$ cat src/rtl/ddr2_guard_pkg.sv
package ddr2_guard_pkg;
  typedef enum logic [2:0] {
    CMD_NOP      = 3'd0,
    CMD_ACT      = 3'd1,
    CMD_READ     = 3'd2,
    CMD_WRITE    = 3'd3,
    CMD_WRITE_AP = 3'd4,
    CMD_PRE      = 3'd5,
    CMD_PRE_ALL  = 3'd6,
    CMD_REF      = 3'd7
  } cmd_e;

  function automatic logic cmd_is_write(cmd_e c);
    return (c == CMD_WRITE) || (c == CMD_WRITE_AP);
  endfunction
endpackage

$ cat src/rtl/ddr2_guard_cfg.sv
module ddr2_guard_cfg #(
  parameter int CNT_W = 5
) (
  input  logic             clk,
  input  logic             rst_n,
  input  logic             idle,
  input  logic [2:0]       cfg_rl,
  input  logic             cfg_bl8,
  input  logic [2:0]       cfg_twr,
  output logic [CNT_W-1:0] load_val
);
  logic [2:0] rl_q, twr_q, rl_s, twr_s;
  logic       bl8_q, bl8_s;
  logic [CNT_W-1:0] gap;

  always_ff @(posedge clk) begin
    if (!rst_n) begin
      rl_q  <= 3'd3;
      bl8_q <= 1'b0;
      twr_q <= 3'd2;
    end else if (idle) begin
      rl_q  <= cfg_rl;
      bl8_q <= cfg_bl8;
      twr_q <= cfg_twr;
    end
  end

  always_comb begin
    rl_s  = idle ? cfg_rl  : rl_q;
    bl8_s = idle ? cfg_bl8 : bl8_q;
    twr_s = idle ? cfg_twr : twr_q;
    gap = CNT_W'(rl_s) - CNT_W'(1) + (bl8_s ? CNT_W'(4) : CNT_W'(2)) + CNT_W'(twr_s);
    load_val = gap - CNT_W'(1);
  end

  assert_cfg_hold_R8: assert property (@(posedge clk) disable iff (!rst_n)
    !idle |=> $stable({rl_q, bl8_q, twr_q}));
endmodule

$ cat src/rtl/ddr2_guard_bank_timer.sv
module ddr2_guard_bank_timer #(
  parameter int CNT_W = 5
) (
  input  logic             clk,
  input  logic             rst_n,
  input  logic             wr_hit,
  input  logic [CNT_W-1:0] load_val,
  output logic             busy
);
  logic [CNT_W-1:0] cnt;

  always_ff @(posedge clk) begin
    if (!rst_n)          cnt <= '0;
    else if (wr_hit)     cnt <= load_val;
    else if (cnt != '0)  cnt <= cnt - 1'b1;
  end

  assign busy = (cnt != '0);

  assert_countdown_R2: assert property (@(posedge clk) disable iff (!rst_n)
    (!wr_hit && busy) |=> (cnt == $past(cnt) - 1'b1));
  assert_reload_R4: assert property (@(posedge clk) disable iff (!rst_n)
    wr_hit |=> (cnt == $past(load_val)));
  assert_rest_R5: assert property (@(posedge clk) disable iff (!rst_n)
    (!wr_hit && !busy) |=> !busy);
endmodule

$ cat src/rtl/ddr2_guard_viol.sv
module ddr2_guard_viol #(
  parameter int NUM_BANKS = 8
) (
  input  logic                 clk,
  input  logic                 rst_n,
  input  logic [NUM_BANKS-1:0] pre_mask,
  input  logic [NUM_BANKS-1:0] busy,
  output logic                 viol
);
  logic early;
  assign early = |(pre_mask & busy);

  always_ff @(posedge clk) begin
    if (!rst_n) viol <= 1'b0;
    else        viol <= early;
  end

  assert_flag_early_R6: assert property (@(posedge clk) disable iff (!rst_n)
    early |=> viol);
  assert_quiet_R9: assert property (@(posedge clk) disable iff (!rst_n)
    (pre_mask == '0) |=> !viol);
endmodule

$ cat src/rtl/ddr2_wr_pre_guard.sv
module ddr2_wr_pre_guard
  import ddr2_guard_pkg::*;
#(
  parameter int NUM_BANKS = 8,
  parameter int BA_W      = $clog2(NUM_BANKS),
  parameter int CNT_W     = 5
) (
  input  logic                 clk,
  input  logic                 rst_n,
  input  logic [2:0]           cmd,
  input  logic [BA_W-1:0]      bank,
  input  logic [2:0]           cfg_rl,
  input  logic                 cfg_bl8,
  input  logic [2:0]           cfg_twr,
  output logic [NUM_BANKS-1:0] pre_allowed,
  output logic                 pre_violation
);
  cmd_e                 cmd_q;
  logic [NUM_BANKS-1:0] busy, wr_mask, pre_mask;
  logic [CNT_W-1:0]     load_val;
  logic                 idle;

  assign cmd_q = cmd_e'(cmd);
  assign idle  = ~|busy;

  ddr2_guard_cfg #(.CNT_W(CNT_W)) cfg_i (
    .clk(clk), .rst_n(rst_n), .idle(idle),
    .cfg_rl(cfg_rl), .cfg_bl8(cfg_bl8), .cfg_twr(cfg_twr),
    .load_val(load_val)
  );

  for (genvar b = 0; b < NUM_BANKS; b++) begin : g_bank
    logic sel;
    assign sel        = (bank == BA_W'(b));
    assign wr_mask[b] = cmd_is_write(cmd_q) && sel;
    assign pre_mask[b] = (cmd_q == CMD_PRE_ALL) || ((cmd_q == CMD_PRE) && sel);

    ddr2_guard_bank_timer #(.CNT_W(CNT_W)) timer_i (
      .clk(clk), .rst_n(rst_n), .wr_hit(wr_mask[b]),
      .load_val(load_val), .busy(busy[b])
    );
  end

  ddr2_guard_viol #(.NUM_BANKS(NUM_BANKS)) viol_i (
    .clk(clk), .rst_n(rst_n), .pre_mask(pre_mask), .busy(busy),
    .viol(pre_violation)
  );

  assign pre_allowed = ~busy;

  assert_one_write_R5: assert property (@(posedge clk) disable iff (!rst_n)
    $onehot0(wr_mask));
  assert_write_blocks_R2: assert property (@(posedge clk) disable iff (!rst_n)
    (cmd_is_write(cmd_q)) |=> !pre_allowed[$past(bank)]);
endmodule

$ cat config.mk
export PLATFORM = sky130hd
export DESIGN_NAME = ddr2_wr_pre_guard
export DESIGN_NICKNAME = d
export VERILOG_FILES = /design/src/rtl/ddr2_guard_pkg.sv /design/src/rtl/ddr2_guard_cfg.sv /design/src/rtl/ddr2_guard_bank_timer.sv /design/src/rtl/ddr2_guard_viol.sv /design/src/rtl/ddr2_wr_pre_guard.sv
export SDC_FILE = /design/constraint.sdc
export NUM_CORES = 1
export LEC_CHECK = 0
export BUFFER_PORTS_ARGS = -buffer_cell sky130_fd_sc_hd__buf_4
export CORE_ASPECT_RATIO = 0.75
export CORE_MARGIN = 5
export CORE_UTILIZATION = 45
export CTS_BUF_LIST = sky130_fd_sc_hd__clkbuf_8 sky130_fd_sc_hd__clkbuf_16
export DETAILED_ROUTE_END_ITERATION = 10
export GPL_ROUTABILITY_DRIVEN = 0
export SYNTH_ARGS = -nofsm -noshare
export SYNTH_HDL_FRONTEND = slang
export SYNTH_SLANG_ARGS = --single-unit
$ cat constraint.sdc
create_clock -name clk -period 6.75 [get_ports clk]
set_input_delay 1.35 -clock clk [delete_from_list [all_inputs] [get_ports clk]]
set_output_delay 1.35 -clock clk [all_outputs]
set_load 0.02 [all_outputs]
### After elaboration in Yosys (flattened, before gate mapping)

Cells that the tools add are included.

* bitwise operators: 2
* multiplexer cells: 20
* equality and inequality tests: 11
* add/subtract/negate cells: 12
* reduce and logical (&&, ||, !) cells: 44

Operator list (count)
* 2-to-1 mux 5 bit: 16
* subtractor 5 x 1 -> 5 bit, second input constant: 9
* nonzero test 5 bit: 8
* equality test 3 bit, second input constant: 7
* logical AND 1 bit: 16
* nonzero test 2 bit: 8
* OR reduction 8 bit: 2
* equality test 3 x 2 -> 1 bit, second input constant: 3
* logical OR 1 bit: 9
* 2-to-1 mux 3 bit: 3
* bitwise AND 8 bit: 1
* inverter 8 bit: 1
* adder 5 x 3 -> 5 bit: 1
* adder 5 bit: 1
* subtractor 3 x 1 -> 4 bit, second input constant: 1
* equality test 3 x 1 -> 1 bit, second input constant: 1
* logical NOT 3 bit: 1
* 2-to-1 mux 1 bit: 1

* output and inout port bits: 9
* input port bits: 15
* register bits after elaboration: 48

### Longest topological paths before layout

* depth in word-level cells: 8
* depth in mapped cells: 16

### Modules after synthesis

Synthesis repeated with hierarchy kept, for this count alone.

* cell total of the unflattened synthesis: 373
* area total of the unflattened synthesis: 3220.6 µm²

Modules (own cells, without submodules)
* ddr2_guard_bank_timer: cells an instance 35, times used 8, seq. area each 100.1 µm², area each 304.0 µm²
* ddr2_guard_cfg: cells an instance 43, times used 1, seq. area each 140.1 µm², area each 465.4 µm²
* ddr2_wr_pre_guard: cells an instance 43, times used 1, seq. area each 0.0 µm², area each 260.2 µm²
* ddr2_guard_viol: cells an instance 7, times used 1, seq. area each 20.0 µm², area each 62.6 µm²

### Least setup slack after synthesis

No wires, ideal clock.

* path kind: register to register
* start: register g_bank[6].timer_i.cnt[0]
* end: register g_bank[3].timer_i.cnt[4]
* cell stages (with the launch flop): 17
* slack: 2.233 ns
* library setup time: 0.157 ns
* data arrival time: 4.360 ns
* path through: dfxtp_1 inv_1 ha_1 nor4b_4 nand2_1 nor4_4 mux2i_1 ha_1 xor2_1 ha_1 fa_1 inv_1 ha_1 fa_1 xor2_1 nor2b_1 a311oi_1

* cells in the longest elaborated chain, start to end: 8
* elaborated cells on any way between the ends: 11

RTL lines
* start: declaration: RTL line ddr2_guard_bank_timer.sv:10 `logic [CNT_W-1:0] cnt;`
* start signal: assignment: RTL line ddr2_guard_bank_timer.sv:14 `else if (wr_hit) cnt <= load_val;`
* start signal: assignment: RTL line ddr2_guard_bank_timer.sv:15 `else if (cnt != '0) cnt <= cnt - 1'b1;`
* nonzero test 5 bit *: RTL line ddr2_guard_bank_timer.sv:18 `assign busy = (cnt != '0);`
* OR reduction 8 bit *: RTL line ddr2_wr_pre_guard.sv:24 `assign idle = ~|busy;`
* 2-to-1 mux 3 bit / 2-to-1 mux 1 bit (equally long branches): RTL line ddr2_guard_cfg.sv:29, ddr2_guard_cfg.sv:30
* subtractor 3 x 1 -> 4 bit / 2-to-1 mux 3 bit (equally long branches): RTL line ddr2_guard_cfg.sv:32 `gap = CNT_W'(rl_s) - CNT_W'(1) + (bl8_s ? CNT_W'(4) : CNT_W'(2)) + CNT_W'(twr_s);`
* adder 5 bit: RTL line ddr2_guard_cfg.sv:32
* adder 5 x 3 -> 5 bit *: RTL line ddr2_guard_cfg.sv:32
* subtractor 5 x 1 -> 5 bit *: RTL line ddr2_guard_cfg.sv:33 `load_val = gap - CNT_W'(1);`
* 2-to-1 mux 5 bit *: RTL line ddr2_guard_bank_timer.sv:14
* end signal: assignment: RTL line ddr2_guard_bank_timer.sv:14
* end signal: assignment: RTL line ddr2_guard_bank_timer.sv:15
* end: declaration: RTL line ddr2_guard_bank_timer.sv:10

Mark *: on every way between the ends. The rest lies on a longest branch, timed or not.
A chain may end at the register's enable or synchronous reset.

### Final worst setup path

* start: register g_bank[2].timer_i.cnt[0]
* end: register g_bank[6].timer_i.cnt[4]

* cells in the longest elaborated chain, start to end: 8
* elaborated cells on any way between the ends: 11

RTL lines (RTL line)
* start: declaration: ddr2_guard_bank_timer.sv:10
* start signal: assignment: ddr2_guard_bank_timer.sv:14
* start signal: assignment: ddr2_guard_bank_timer.sv:15
* nonzero test 5 bit *: ddr2_guard_bank_timer.sv:18
* OR reduction 8 bit *: ddr2_wr_pre_guard.sv:24
* 2-to-1 mux 3 bit / 2-to-1 mux 1 bit (equally long branches): ddr2_guard_cfg.sv:29, ddr2_guard_cfg.sv:30
* subtractor 3 x 1 -> 4 bit / 2-to-1 mux 3 bit (equally long branches): ddr2_guard_cfg.sv:32
* adder 5 bit: ddr2_guard_cfg.sv:32
* adder 5 x 3 -> 5 bit *: ddr2_guard_cfg.sv:32
* subtractor 5 x 1 -> 5 bit *: ddr2_guard_cfg.sv:33
* 2-to-1 mux 5 bit *: ddr2_guard_bank_timer.sv:14

Marks and branches as above.

==> impl_metrics.py <==
metrics = {
    "critical_path": {
        "crit_chain": "inv_1 > ha_1 > nor4b_4 > nand2_1 > nor4_4 > mux2i_1 > ha_1 > xor2_1 > ha_1 > fa_1 > inv_1 > ha_1 > fa_1 > xor2_1 > nor2b_1 > a311oi_1",
        "startpoint_type": "register",
        "critPathMaxStageDelay_ns": 0.64,
        "slowest_stage": "nor4_4",
        "crit_type": "reg -> reg",
        "worst_path_most_repeated_cell": "ha_1",
        "cp.required_ns": 6.89,
        "critPathCaptureType": "register",
        "arrival_ns": 5.13,
        "cp_max_fo": 9,
    },
    "logic_synthesis": {
        "synth_area_leaders": "dfxtp_1 (32%), ha_1 (9.1%), mux2i_1 (6.6%)",
        "synth_top_flop_cell": "dfxtp_1",
        "avgSynthCellArea_um2": 8.82,
        "synth_area_um2": 3030,
        "ys_ff_latch": 48,
        "synth_edf_count": 0,
        "ys_async_sr_fraction_pct": 0,
        "syn-num-nets": 384,
        "postSynthCellCount": 344,
        "yosysWarningCount": 0,
        "synth_top_area_share_pct": 31.7,
        "ys_seq_area_share_pct": 31.7,
        "synth.distinct_cells": 40,
        "yosysTopAreaCell": "dfxtp_1",
    },
    "outcome": {
        "status": "completed",
    },
    "sta": {
        "period_share_pct": 74.0,
        "rsz0062_at_grt": "false",
        "slew_headroom_pct": 44.5,
        "slew_viol_final": 0,
        "setup_viol": 0,
        "worstMarginPinSlew_ns": 0.831,
        "fin_crit_ns": 5.00,
        "final.setup.tns_ns": 0,
        "finalHoldViolCount": 0,
        "max_freq_mhz": 200,
        "finalClockSkew_ns": 0.00660,
    },
    "cts": {
        "cts_resized": 0,
        "cts_tree": "done",
        "hold_buffers": 0,
        "post_cts_buffers": 0,
        "path_clk_slew_ns": 0.09,
        "cts_sinks": 48,
        "ctsHtreeMaxLevel": 2,
        "cts_root_buffer": "clkbuf_8",
        "clk_latency_ns": 0.29,
        "clk_path_buf_depth": 2,
        "cts_made_buffers": 5,
    },
    "power_and_ir_drop": {
        "vdd_ir_drop_max_mv": 0.249,
        "pwr_density_cell_nw_per_um2": 507,
        "leakage_nw": 1.42,
        "total_power_mw": 1.70,
    },
    "final_layout": {
        "nFillCells": 617,
        "drive_above_1_share_pct": 14.3,
        "fin_area_um2": 3360,
        "area_growth_pct": 10.6,
        "antenna-diode-count": 0,
        "nNetsFinal": 403,
    },
    "place": {
        "post-dp-hpwl_mm": 4.76,
        "port_buffers": 23,
        "placed_cell_area_um2": 3270,
    },
    "flow_run": {
        "drv_cap": 0,
    },
    "detailed_routing": {
        "first_iter_violations": 79,
        "wl_per_cell_um": 14.7,
        "drtAntennaViolNets": 0,
        "viasPerCell": 5.22,
        "wl_mm": 6.52,
        "firstDrtPassIters": 4,
        "vias": 2322,
        "drc": 0,
    },
    "hold_path": {
        "hp-class": "reg -> reg",
    },
    "grt": {
        "grt_use_total_pct": 16.0,
        "grt_pass1_vias": 2255,
        "antenna_found_initial": 0,
        "grt_max_degree": 46,
        "grt_pass1_wl_mm": 11.0,
        "grt-ovfl-total": 0,
    },
    "floorplan": {
        "die_w_um": 105,
        "start_util_pct": 47.3,
        "core_um2": 6410,
        "fp-row-count": 25,
        "pin_count": 24,
        "die_h_um": 81.1,
        "die-area_um2": 8500,
    },
}
## layout make-up
| class | count | area [um^2] | area share [%] |
|---|---|---|---|
| Multi-Input combinational cell | 260 | 1940 | 57.7 |
| Sequential cell | 48 | 961 | 28.6 |
| Timing Repair Buffer | 23 | 173 | 5.15 |
| Tap cell | 81 | 101 | 3.02 |
| Inverter | 25 | 93.8 | 2.80 |
| Clock buffer | 6 | 82.6 | 2.46 |
| Clock inverter | 2 | 7.51 | 0.224 |
## synth_stat cells (all sizes together), types with 3 or more instances
| library cell | instances |
|---|---|
| nor4b | 7 |
| nand3 | 3 |
| nor2 | 45 |
| a21oi | 15 |
| or3 | 13 |
| o21ai | 8 |
| nor2b | 6 |
| ha | 22 |
| nand2 | 36 |
| nor3 | 16 |
| dfxtp | 48 |
| mux2i | 20 |
| a311oi | 3 |
| xnor2 | 22 |
| fa | 3 |
| xor2 | 4 |
| clkbuf | 11 |
| a211oi | 11 |
| or2 | 3 |
| mux2 | 8 |
| inv | 25 |
## final timing paths
| kind | depth (start not counted) | slack (ns) | from | endpoint |
|---|---|---|---|---|
| min | 2 | 0.51 | cfg_i.twr_q[0]$_SDFF_PN0_ | cfg_i.twr_q[0]$_SDFF_PN0_ |
| min reg2reg | 2 | 0.51 | cfg_i.twr_q[0]$_SDFF_PN0_ | cfg_i.twr_q[0]$_SDFF_PN0_ |
| max | 16 | 1.75 | g_bank[2].timer_i.cnt[0]$_SDFFE_PN0P_ | g_bank[6].timer_i.cnt[4]$_SDFFE_PN0P_ |
| max reg2reg | 16 | 1.75 | g_bank[2].timer_i.cnt[0]$_SDFFE_PN0P_ | g_bank[6].timer_i.cnt[4]$_SDFFE_PN0P_ |
## routing by layer
layer | up-vias | global-route usage [%] | share of wire (%)
met4 | 0 | 3.96 | 1.1
met3 | 6 | 2.78 | 2.7
li1 | 1214 | - | -
met5 | - | 0 | 0
met2 | 39 | 25.8 | 45
met1 | 1063 | 22.3 | 51
## where the power goes
| group | switching [mW] | internal [mW] | leakage, nW |
|---|---|---|---|
| Combinational | 0.506 | 0.508 | 0.972 |
| Sequential | 0.119 | 0.397 | 0.396 |
| Clock | 0.0925 | 0.0808 | 0.0538 |
| Total | 0.717 | 0.986 | 1.42 |
## cell usage in the layout (no fill, tap or decap), types with 2 or more instances in the layout
master and instances:
dfxtp_1 48, nor2_1 44, nand2_1 35, inv_1 26, buf_4 23, xnor2_1 22, ha_1 22, mux2i_1 20
nor3_1 15, a21oi_1 15, or3_1 13, a211oi_1 11, o21ai_0 8, nor4b_4 7, mux2_2 7, nor2b_1 6
clkbuf_8 6, xor2_1 4, nand3_1 3, a311oi_1 3, fa_1 3, and3b_1 2, or2_2 2, o211ai_1 2
## through the flow
stage                     hold WS, ns  worst slack [ns]  utilization (%)  std cells
after global routing            0.540              1.37             52.3        445
after detailed placement        0.496              1.72             50.9        437
after CTS                       0.516              1.71             52.3        445
final                           0.511              1.75             52.3        445
after global placement          0.481              1.87             50.9        437
after floorplan                 0.462              2.23                -        344
## worst max-delay path: cells and delay by family, from the launching register on
kind | cells | cell delay (ns)
DFF | 1 | 0.32
and+or+nand+nor | 4 | 1.49
buffers and inverters | 2 | 0.15
AOI/OAI and AO/OA | 1 | 0.06
muxes | 1 | 0.35
adders and majority gates | 6 | 1.75
xor gates and xnor gates | 2 | 0.70
## cell families (layout without fill, tap and decap cells)
group                    count (synthesis)  after routing  synth area share, %
AND/OR/NAND/NOR                        137            137                 26.3
flip-flops                              48             48                 31.7
AO/OA/AOI/OAI                           44             44                 9.32
buffers and inverters                   36             56                 4.46
multiplexers                            28             28                 9.69
XOR/XNOR                                26             26                 7.51
adder cells (fa/ha/maj)                 25             25                 11.1
## flip-flops by register name (all words and copies together) (netlist names)
signal              flops
g_bank.timer_i.cnt     40
cfg_i.rl_q              3
cfg_i.twr_q             3
cfg_i.bl8_q             1
viol_i.viol             1
Note: power is estimated with default switching activity, not from simulation.
